==> config.mk <==
export PLATFORM = sky130hd
export DESIGN_NAME = alu16_exec
export DESIGN_NICKNAME = d
export VERILOG_FILES = /design/src/rtl/alu16_pkg.sv /design/src/rtl/alu16_arith.sv /design/src/rtl/alu16_test.sv /design/src/rtl/alu16_exec.sv
export SDC_FILE = /design/constraint.sdc
export NUM_CORES = 2
export LEC_CHECK = 0
export CAP_MARGIN = 20
export CORE_UTILIZATION = 45
export DETAILED_ROUTE_END_ITERATION = 8
export PLACE_DENSITY = 0.69
export SYNTH_ARGS = -nofsm -noshare
export SYNTH_HDL_FRONTEND = slang
export SYNTH_SLANG_ARGS = --single-unit
==> constraint.sdc <==
create_clock -name clk -period 135.6 [get_ports clk]
set_clock_uncertainty 0.05 [all_clocks]
set_input_delay 20.34 -clock clk [delete_from_list [all_inputs] [get_ports clk]]
set_output_delay 20.34 -clock clk [all_outputs]
set_load 0.03 [all_outputs]
==> src/rtl/alu16_pkg.sv <==
package alu16_pkg;
    typedef enum logic [3:0] {
        OP_EXT  = 4'h0,
        OP_SET  = 4'h1,
        OP_ADD  = 4'h2,
        OP_SUB  = 4'h3,
        OP_MUL  = 4'h4,
        OP_DIV  = 4'h5,
        OP_MOD  = 4'h6,
        OP_SHL  = 4'h7,
        OP_SHR  = 4'h8,
        OP_AND  = 4'h9,
        OP_BOR  = 4'hA,
        OP_XOR  = 4'hB,
        OP_TEQ  = 4'hC,
        OP_TNE  = 4'hD,
        OP_TGT  = 4'hE,
        OP_TBIT = 4'hF
    } op_e;
endpackage

==> src/rtl/alu16_arith.sv <==
module alu16_arith
    import alu16_pkg::*;
#(
    parameter int W = 16
) (
    input  logic [3:0]   op,
    input  logic [W-1:0] a,
    input  logic [W-1:0] b,
    output logic [W-1:0] res,
    output logic         wr,
    output logic         ovf_upd,
    output logic [W-1:0] ovf_val
);
    localparam int W2 = 2 * W;

    logic [W:0]    sum;
    logic [W2-1:0] prod;
    logic [W2-1:0] quo_ext;
    logic [W-1:0]  quo;
    logic [W-1:0]  rem;
    logic [W2-1:0] shl_ext;
    logic [W2-1:0] shr_ext;
    logic          b_zero;

    always_comb begin
        b_zero  = (b == '0);
        sum     = {1'b0, a} + {1'b0, b};
        prod    = {{W{1'b0}}, a} * {{W{1'b0}}, b};
        quo     = b_zero ? '0 : a / b;
        rem     = b_zero ? '0 : a % b;
        quo_ext = b_zero ? '0 : {a, {W{1'b0}}} / {{W{1'b0}}, b};
        shl_ext = {{W{1'b0}}, a} << b;
        shr_ext = {a, {W{1'b0}}} >> b;

        res     = '0;
        wr      = 1'b1;
        ovf_upd = 1'b0;
        ovf_val = '0;
        unique case (op_e'(op))
            OP_SET: res = b;
            OP_ADD: begin
                res     = sum[W-1:0];
                ovf_upd = 1'b1;
                ovf_val = {{(W-1){1'b0}}, sum[W]};
            end
            OP_SUB: begin
                res     = a - b;
                ovf_upd = 1'b1;
                ovf_val = (b > a) ? '1 : '0;
            end
            OP_MUL: begin
                res     = prod[W-1:0];
                ovf_upd = 1'b1;
                ovf_val = prod[W2-1:W];
            end
            OP_DIV: begin
                res     = quo;
                ovf_upd = 1'b1;
                ovf_val = quo_ext[W-1:0];
            end
            OP_MOD: res = rem;
            OP_SHL: begin
                res     = shl_ext[W-1:0];
                ovf_upd = 1'b1;
                ovf_val = shl_ext[W2-1:W];
            end
            OP_SHR: begin
                res     = shr_ext[W2-1:W];
                ovf_upd = 1'b1;
                ovf_val = shr_ext[W-1:0];
            end
            OP_AND: res = a & b;
            OP_BOR: res = a | b;
            OP_XOR: res = a ^ b;
            default: wr = 1'b0;
        endcase
    end
endmodule

==> src/rtl/alu16_test.sv <==
module alu16_test
    import alu16_pkg::*;
#(
    parameter int W = 16
) (
    input  logic [3:0]   op,
    input  logic [W-1:0] a,
    input  logic [W-1:0] b,
    output logic         skip
);
    logic eq;
    logic gt;
    logic overlap;

    always_comb begin
        eq      = (a == b);
        gt      = (a > b);
        overlap = |(a & b);
        unique case (op_e'(op))
            OP_TEQ:  skip = !eq;
            OP_TNE:  skip = eq;
            OP_TGT:  skip = !gt;
            OP_TBIT: skip = !overlap;
            default: skip = 1'b0;
        endcase
    end
endmodule

==> src/rtl/alu16_exec.sv <==
module alu16_exec
    import alu16_pkg::*;
#(
    parameter int W = 16
) (
    input  logic         clk,
    input  logic         rst_n,
    input  logic         valid_i,
    input  logic [3:0]   opcode_i,
    input  logic         dst_ovf_i,
    input  logic [W-1:0] opa_i,
    input  logic [W-1:0] opb_i,
    output logic [W-1:0] result_o,
    output logic         wr_en_o,
    output logic         skip_o,
    output logic [W-1:0] ovf_next_o,
    output logic [W-1:0] ovf_o
);
    typedef struct packed {
        logic [W-1:0] ovf;
    } state_t;

    state_t st_d, st_q;

    logic [W-1:0] ar_res;
    logic         ar_wr;
    logic         ar_upd;
    logic [W-1:0] ar_ovf;
    logic         tst_skip;

    alu16_arith #(.W(W)) u_arith (
        .op      (opcode_i),
        .a       (opa_i),
        .b       (opb_i),
        .res     (ar_res),
        .wr      (ar_wr),
        .ovf_upd (ar_upd),
        .ovf_val (ar_ovf)
    );

    alu16_test #(.W(W)) u_test (
        .op   (opcode_i),
        .a    (opa_i),
        .b    (opb_i),
        .skip (tst_skip)
    );

    always_comb begin
        st_d     = st_q;
        wr_en_o  = valid_i && ar_wr;
        skip_o   = valid_i && tst_skip;
        result_o = ar_res;
        if (valid_i && ar_upd)
            st_d.ovf = ar_ovf;
        if (wr_en_o && dst_ovf_i)
            st_d.ovf = ar_res;
        ovf_next_o = st_d.ovf;
        ovf_o      = st_q.ovf;
    end

    always_ff @(posedge clk or negedge rst_n) begin
        if (!rst_n)
            st_q <= '0;
        else
            st_q <= st_d;
    end

    AST_TEST_NO_WRITE: assert property (@(posedge clk) disable iff (!rst_n)
        (opcode_i[3:2] == 2'b11) |-> !wr_en_o);
    AST_TEST_OVF_HOLD: assert property (@(posedge clk) disable iff (!rst_n)
        (valid_i && opcode_i[3:2] == 2'b11) |=> $stable(ovf_o));
    AST_SKIP_ONLY_TEST: assert property (@(posedge clk) disable iff (!rst_n)
        skip_o |-> (valid_i && opcode_i[3:2] == 2'b11));
    AST_IDLE_HOLD: assert property (@(posedge clk) disable iff (!rst_n)
        (!valid_i || opcode_i == 4'h0) |=> $stable(ovf_o));
    AST_ADD_CARRY_WORD: assert property (@(posedge clk) disable iff (!rst_n)
        (valid_i && opcode_i == 4'h2 && !dst_ovf_i) |=> (ovf_o <= W'(1)));
    AST_SUB_BORROW_WORD: assert property (@(posedge clk) disable iff (!rst_n)
        (valid_i && opcode_i == 4'h3 && !dst_ovf_i) |=> (ovf_o == '0 || ovf_o == '1));
    AST_DIV_ZERO: assert property (@(posedge clk) disable iff (!rst_n)
        (valid_i && opcode_i == 4'h5 && opb_i == '0) |-> (result_o == '0 && ovf_next_o == '0));
    AST_KEEP_OVF: assert property (@(posedge clk) disable iff (!rst_n)
        (valid_i && !dst_ovf_i && (opcode_i == 4'h1 || opcode_i == 4'h6 ||
         opcode_i == 4'h9 || opcode_i == 4'hA || opcode_i == 4'hB)) |=> $stable(ovf_o));
    AST_DST_OVF: assert property (@(posedge clk) disable iff (!rst_n)
        (wr_en_o && dst_ovf_i) |=> (ovf_o == $past(result_o)));
endmodule

# Word level (Yosys, flattened, before mapping)
# Cells that the tools add are included.
[word_totals] memories=0 latchBits=0 out_inout_bits=50 reg_bits=16 ram_bits=0 elab_cells=52 in_bits=40 mem_bits_ro=0
[op_classes] bitwise_logic=3 div_mod_pow=3 add_sub_neg=2 shifts=2 n_reduce_logical=11 n_eq_ne=16 muxes=11 multipliers=1 magnitude_cmp=2
[ops] operator="one-hot mux 16 bit (11 select lines)" count=1
[ops] operator="2-to-1 mux 16 bit" count=6
[ops] operator="one-hot mux 16 bit (6 select lines)" count=1
[ops] operator="divider 32 x 16 -> 32 bit" count=1
[ops] operator="equality test 4 bit, second input constant" count=8
[ops] operator="> comparator 16 bit" count=2
[ops] operator="multiplier 16 x 16 -> 32 bit" count=1
[ops] operator="left shift 16 x 16 -> 32 bit" count=1
[ops] operator=">> shifter 32 x 16 -> 32 bit" count=1
[ops] operator="adder 16 x 16 -> 17 bit" count=1
[ops] operator="bitwise AND 16 bit" count=1
[ops] operator="divider 16 x 16 -> 16 bit" count=1
[ops] operator="equality test 16 bit" count=1
[ops] operator="equality test 4 x 3 -> 1 bit, second input constant" count=4
[ops] operator="logical NOT 16 bit" count=1
[ops] operator="remainder unit 16 x 16 -> 16 bit" count=1
[ops] operator="bitwise OR 16 bit" count=1
[ops] operator="OR reduction 16 bit" count=1
[ops] operator="subtractor 16 bit" count=1
[ops] operator="XOR 16 bit" count=1
[ops] operator="OR reduction 11 bit" count=1
[ops] operator="equality test 4 x 2 -> 1 bit, second input constant" count=2
[ops] operator="OR reduction 6 bit" count=1
[ops] operator="equality test 4 x 1 -> 1 bit, second input constant" count=1
[ops] operator="other kinds (4)" count=10

# Longest topological paths before layout
[logic_depth] depth_word=6 ltp_mapped=472

# By module
# Synthesis repeated with hierarchy kept, for this count alone.
[hier_totals] hier_cells=6210 hier_area_um2=44331.3
[by_module_without_submodules] mod="alu16_arith" cells_per_inst=6033 seq_area_each_um2=0.0 instances=1 area_each_um2=42623.4
[by_module_without_submodules] mod="alu16_exec" cells_per_inst=95 seq_area_each_um2=400.4 instances=1 area_each_um2=1023.5
[by_module_without_submodules] mod="alu16_test" cells_per_inst=82 seq_area_each_um2=0.0 instances=1 area_each_um2=684.4

# Worst setup path before layout
# No wires, ideal clock.
[synth_timing] path_type="input to output" from="in opb_i[0]" to="out ovf_next_o[0]" path_buffers=54 arrival_time_ns=107.539 required_time_ns=115.210 path_slack_ns=7.671 path_stages=457 path_cell_list="clkbuf_1 > clkbuf_1 > inv_1 > clkbuf_1 > clkbuf_1 > clkbuf_1 > buf_1 > ha_1 > o21bai_1 > o21ai_0 > o31ai_1 > ha_1 > o21a_1 > or2_2 > a31oi_1 > nor2_1 > ha_1 > o211ai_1 > (+421 left out) > or3_1 > buf_2 > buf_6 > mux2_4 > ha_1 > a21o_1 > a21oi_1 > nor2b_1 > o21ai_0 > nand2b_1 > a21oi_1 > nor2b_1 > o21ai_0 > nand2_1 > nor3_1 > o2111ai_1 > a221oi_1 > a41oi_1"
[synth_via] elab_chain_len=5 word_cells_on_any_way=21
[synth_lines] item="start, declared" line="alu16_exec.sv:12" rtl="input logic [W-1:0] opb_i,"
[synth_lines] item="divider 32 x 16 -> 32 bit, or another cell as far along" line="alu16_arith.sv:31" rtl="quo_ext = b_zero ? '0 : {a, {W{1'b0}}} / {{W{1'b0}}, b};"
[synth_lines] item="2-to-1 mux 16 bit, on equally long branches" line="alu16_arith.sv:31, alu16_arith.sv:49"
[synth_lines] item="one-hot mux 16 bit (6 select lines)" line="alu16_arith.sv:39" rtl="unique case (op_e'(op))"
[synth_lines] item="2-to-1 mux 16 bit" line="alu16_exec.sv:53" rtl="if (valid_i && ar_upd)"
[synth_lines] item="2-to-1 mux 16 bit *" line="alu16_exec.sv:55" rtl="if (wr_en_o && dst_ovf_i)"
[synth_lines] item="end, declared" line="alu16_exec.sv:16" rtl="output logic [W-1:0] ovf_next_o,"
# Every way passes the cells marked *; elsewhere a longest branch is shown, timed or not.

# Worst setup path after layout
[layout_timing] from="in opb_i[12]" to="out ovf_next_o[0]"
# The elaborated chain is that of the path after synthesis.

==> flow_metrics.tcl <==
set metrics [dict create \
    crit_arrival_ps 108750 \
    synth_area_leaders "ha_1 (19%), fa_1 (9.0%), nor2_1 (5.8%)" \
    critPathLaunch "opb_i[12]" \
    drc 0 \
    port_buffers 89 \
    cts_hold_buf 0 \
    yosysSeqAreaShare 0.00911 \
    synth_cell_types 138 \
    status "finished, final reports clean" \
    slew_headroom 0.192 \
    core_um2 96700 \
    tritoncts "built" \
    setup_viol 0 \
    worst_slew_pin_slew_ps 1200 \
    clock-sinks 16 \
    clock_latency_ps 290 \
    hold_violations 0 \
    synth_top_flop_cell "dfrtp_1" \
    die_w_um 315 \
    grt.overflow.total 0 \
    yosysWarnings 0 \
    final_area_um2 46600 \
    regMostFlops "ovf_o" \
    clk_pin_slew_ps 80 \
    numCtsBuffers 3 \
    cp-end-kind "output pin" \
    reg2reg_from "ovf_o[2]$_DFF_PN0_" \
    vias 47700 \
    grt_pass1_wl_um 261000 \
    layout_top_registers "ovf_o (16)" \
    r2r_slack_ps 133850 \
    syn-num-nets 7093 \
    crit_path_max_fanout 33 \
    slowest_stage "or4_4" \
    drv_cap 0 \
    drt-total-wl_um 170000 \
    chipHeight_um 315 \
    synth_top_cell_area_share 0.189 \
    grt_max_degree 73 \
    worstSetupPathType "in2out" \
    synth_cells 6190 \
    largest_reg_flops 16 \
    synth.avg_cell_area_um2 7.10 \
    num_rows 114 \
    gp_congestion 1.06 \
    start_util 0.455 \
    drt_iter0_drc 5021 \
    syn_area_um2 44000 \
    r2r_end "ovf_o[2]$_DFF_PN0_" \
    start_kind "input pin" \
    period_share 0.952 \
    grt_pass1_vias 45000 \
    antenna_found_initial 5 \
    first_pass_iters 6 \
    cts-root-buf "clkbuf_16" \
    clock_path_buffers 2 \
    wl_per_cell_um 23.0 \
    drv_slew 0 \
    synth_seq_cells 16 \
    cpPeakStageDelay_ps 690 \
    synth_area_leader_cell "ha_1" \
    place_area_um2 46200 \
    synth_edf_count 0 \
    max_freq_mhz 7.74 \
    dp_hpwl_um 132000 \
    nNetsFinal 7038 \
    drive_gt1_frac 0.0781 \
    syn_to_final_growth_pct 5.97 \
    critPathCapture "ovf_next_o[0]" \
    min_period_ps 129140 \
    cp_common_cell "o21a_1" \
    drtAntennaViolNets 0 \
    vias_per_cell 6.44 \
    die_area_um2 99000 \
    grtUsageTotal 0.334 \
    critical_path_required_ps 115210 \
    htree_levels 1 \
    worstHoldPathType "reg2reg" \
    io_pins 90 \
    reg2reg_depth 2 \
    synth-async-reset-ratio 1.00 \
]
-- stage by stage --
stage          TNS (ps)  hold slack (ps)  cells   util  setup slack (ps)
2_1_floorplan         0              911   6190      -              7670
3_3_place_gp          0              557   7395  0.477              4180
3_5_place_dp          0              566   7395  0.477              1410
4_1_cts               0              582   7399  0.478              1100
5_1_grt            -329              632   7411  0.482              -329
6_report              0              575   7413  0.482              6460
-- placed cells by master, fill, tap and decap left out, types with 75 or more instances in the layout --
cell type	Yosys	layout
clkdlybuf4s50_1	0	82
nand2b_1	104	103
o21a_1	257	257
nand3_1	124	124
nand4_1	75	75
buf_4	4	118
inv_1	389	379
a21o_1	202	200
xnor2_1	203	203
fa_1	198	198
xor2_1	85	85
nor2_1	682	678
o31ai_1	107	106
a21oi_1	469	461
nor3_1	253	251
nand2_1	557	554
ha_1	665	665
mux2_2	108	108
o21ai_0	319	312
-- worst min path at each step --
stage	from	to	slack (ps)	cells past startpoint
6_report	ovf_o[1]$_DFF_PN0_	ovf_o[1]$_DFF_PN0_	580	2
5_1_grt	ovf_o[1]$_DFF_PN0_	ovf_o[1]$_DFF_PN0_	630	2
4_1_cts	ovf_o[1]$_DFF_PN0_	ovf_o[1]$_DFF_PN0_	580	2
3_5_place_dp	ovf_o[1]$_DFF_PN0_	ovf_o[1]$_DFF_PN0_	570	2
3_3_place_gp	ovf_o[1]$_DFF_PN0_	ovf_o[1]$_DFF_PN0_	560	2
2_1_floorplan	ovf_o[1]$_DFF_PN0_	ovf_o[1]$_DFF_PN0_	910	2
-- cell type report --
class	instances	area [um^2]
Sequential cell	16	400
Antenna cell	3	7.51
Fill cell	9782	50100
Clock buffer	4	88.8
Timing Repair Buffer	210	1790
Multi-Input combinational cell	5505	41200
Tap cell	1276	1600
Inverter	399	1510
-- kinds of logic (layout without fill, tap and decap cells) --
| logic type | Yosys count | after routing | share of synthesized area |
|---|---|---|---|
| simple gates | 2194 | 2194 | 0.238 |
| compound gates | 1972 | 1972 | 0.305 |
| flops | 16 | 16 | 0.00911 |
| other cells | 0 | 3 | 0 |
| xor+xnor | 294 | 294 | 0.0596 |
| buf+inv | 669 | 613 | 0.0599 |
| mux | 182 | 182 | 0.0490 |
| fa+ha+maj | 863 | 863 | 0.279 |
-- worst max-delay path, delay by kind of cell --
family	cells	cell delay, ps
buffers and inverters	18	3760
muxes	9	2740
adders and majority gates	31	10060
and+or+nand+nor	111	21690
AOI/OAI and AO/OA	250	49970
-- per-layer routing --
metal,up-vias,part of all wire,global-route usage
met5,-,0.00013,0
met4,4,0.051,0.147
met3,469,0.10,0.0632
met2,2228,0.42,0.511
met1,22500,0.43,0.454
li1,22500,-,-
-- Yosys cell counts (104+ instances only) --
library cell and number:
a21o_1 202, a21oi_1 469, clkbuf_1 204, fa_1 198
ha_1 665, inv_1 389, mux2_2 108, nand2_1 557
nand2b_1 104, nand3_1 124, nor2_1 682, nor3_1 253
o21a_1 257, o21ai_0 319, o31ai_1 107, xnor2_1 203
-- repair_timing --
item / in CTS / in global routing
gates resized for setup: 0 / 59
setup buffers: 0 / 7
setup endpoints to repair: 0 / 3
Power is left out: the tool's default activity adds up to more than one toggle a clock period on the data nets, which glitch-free logic cannot reach.
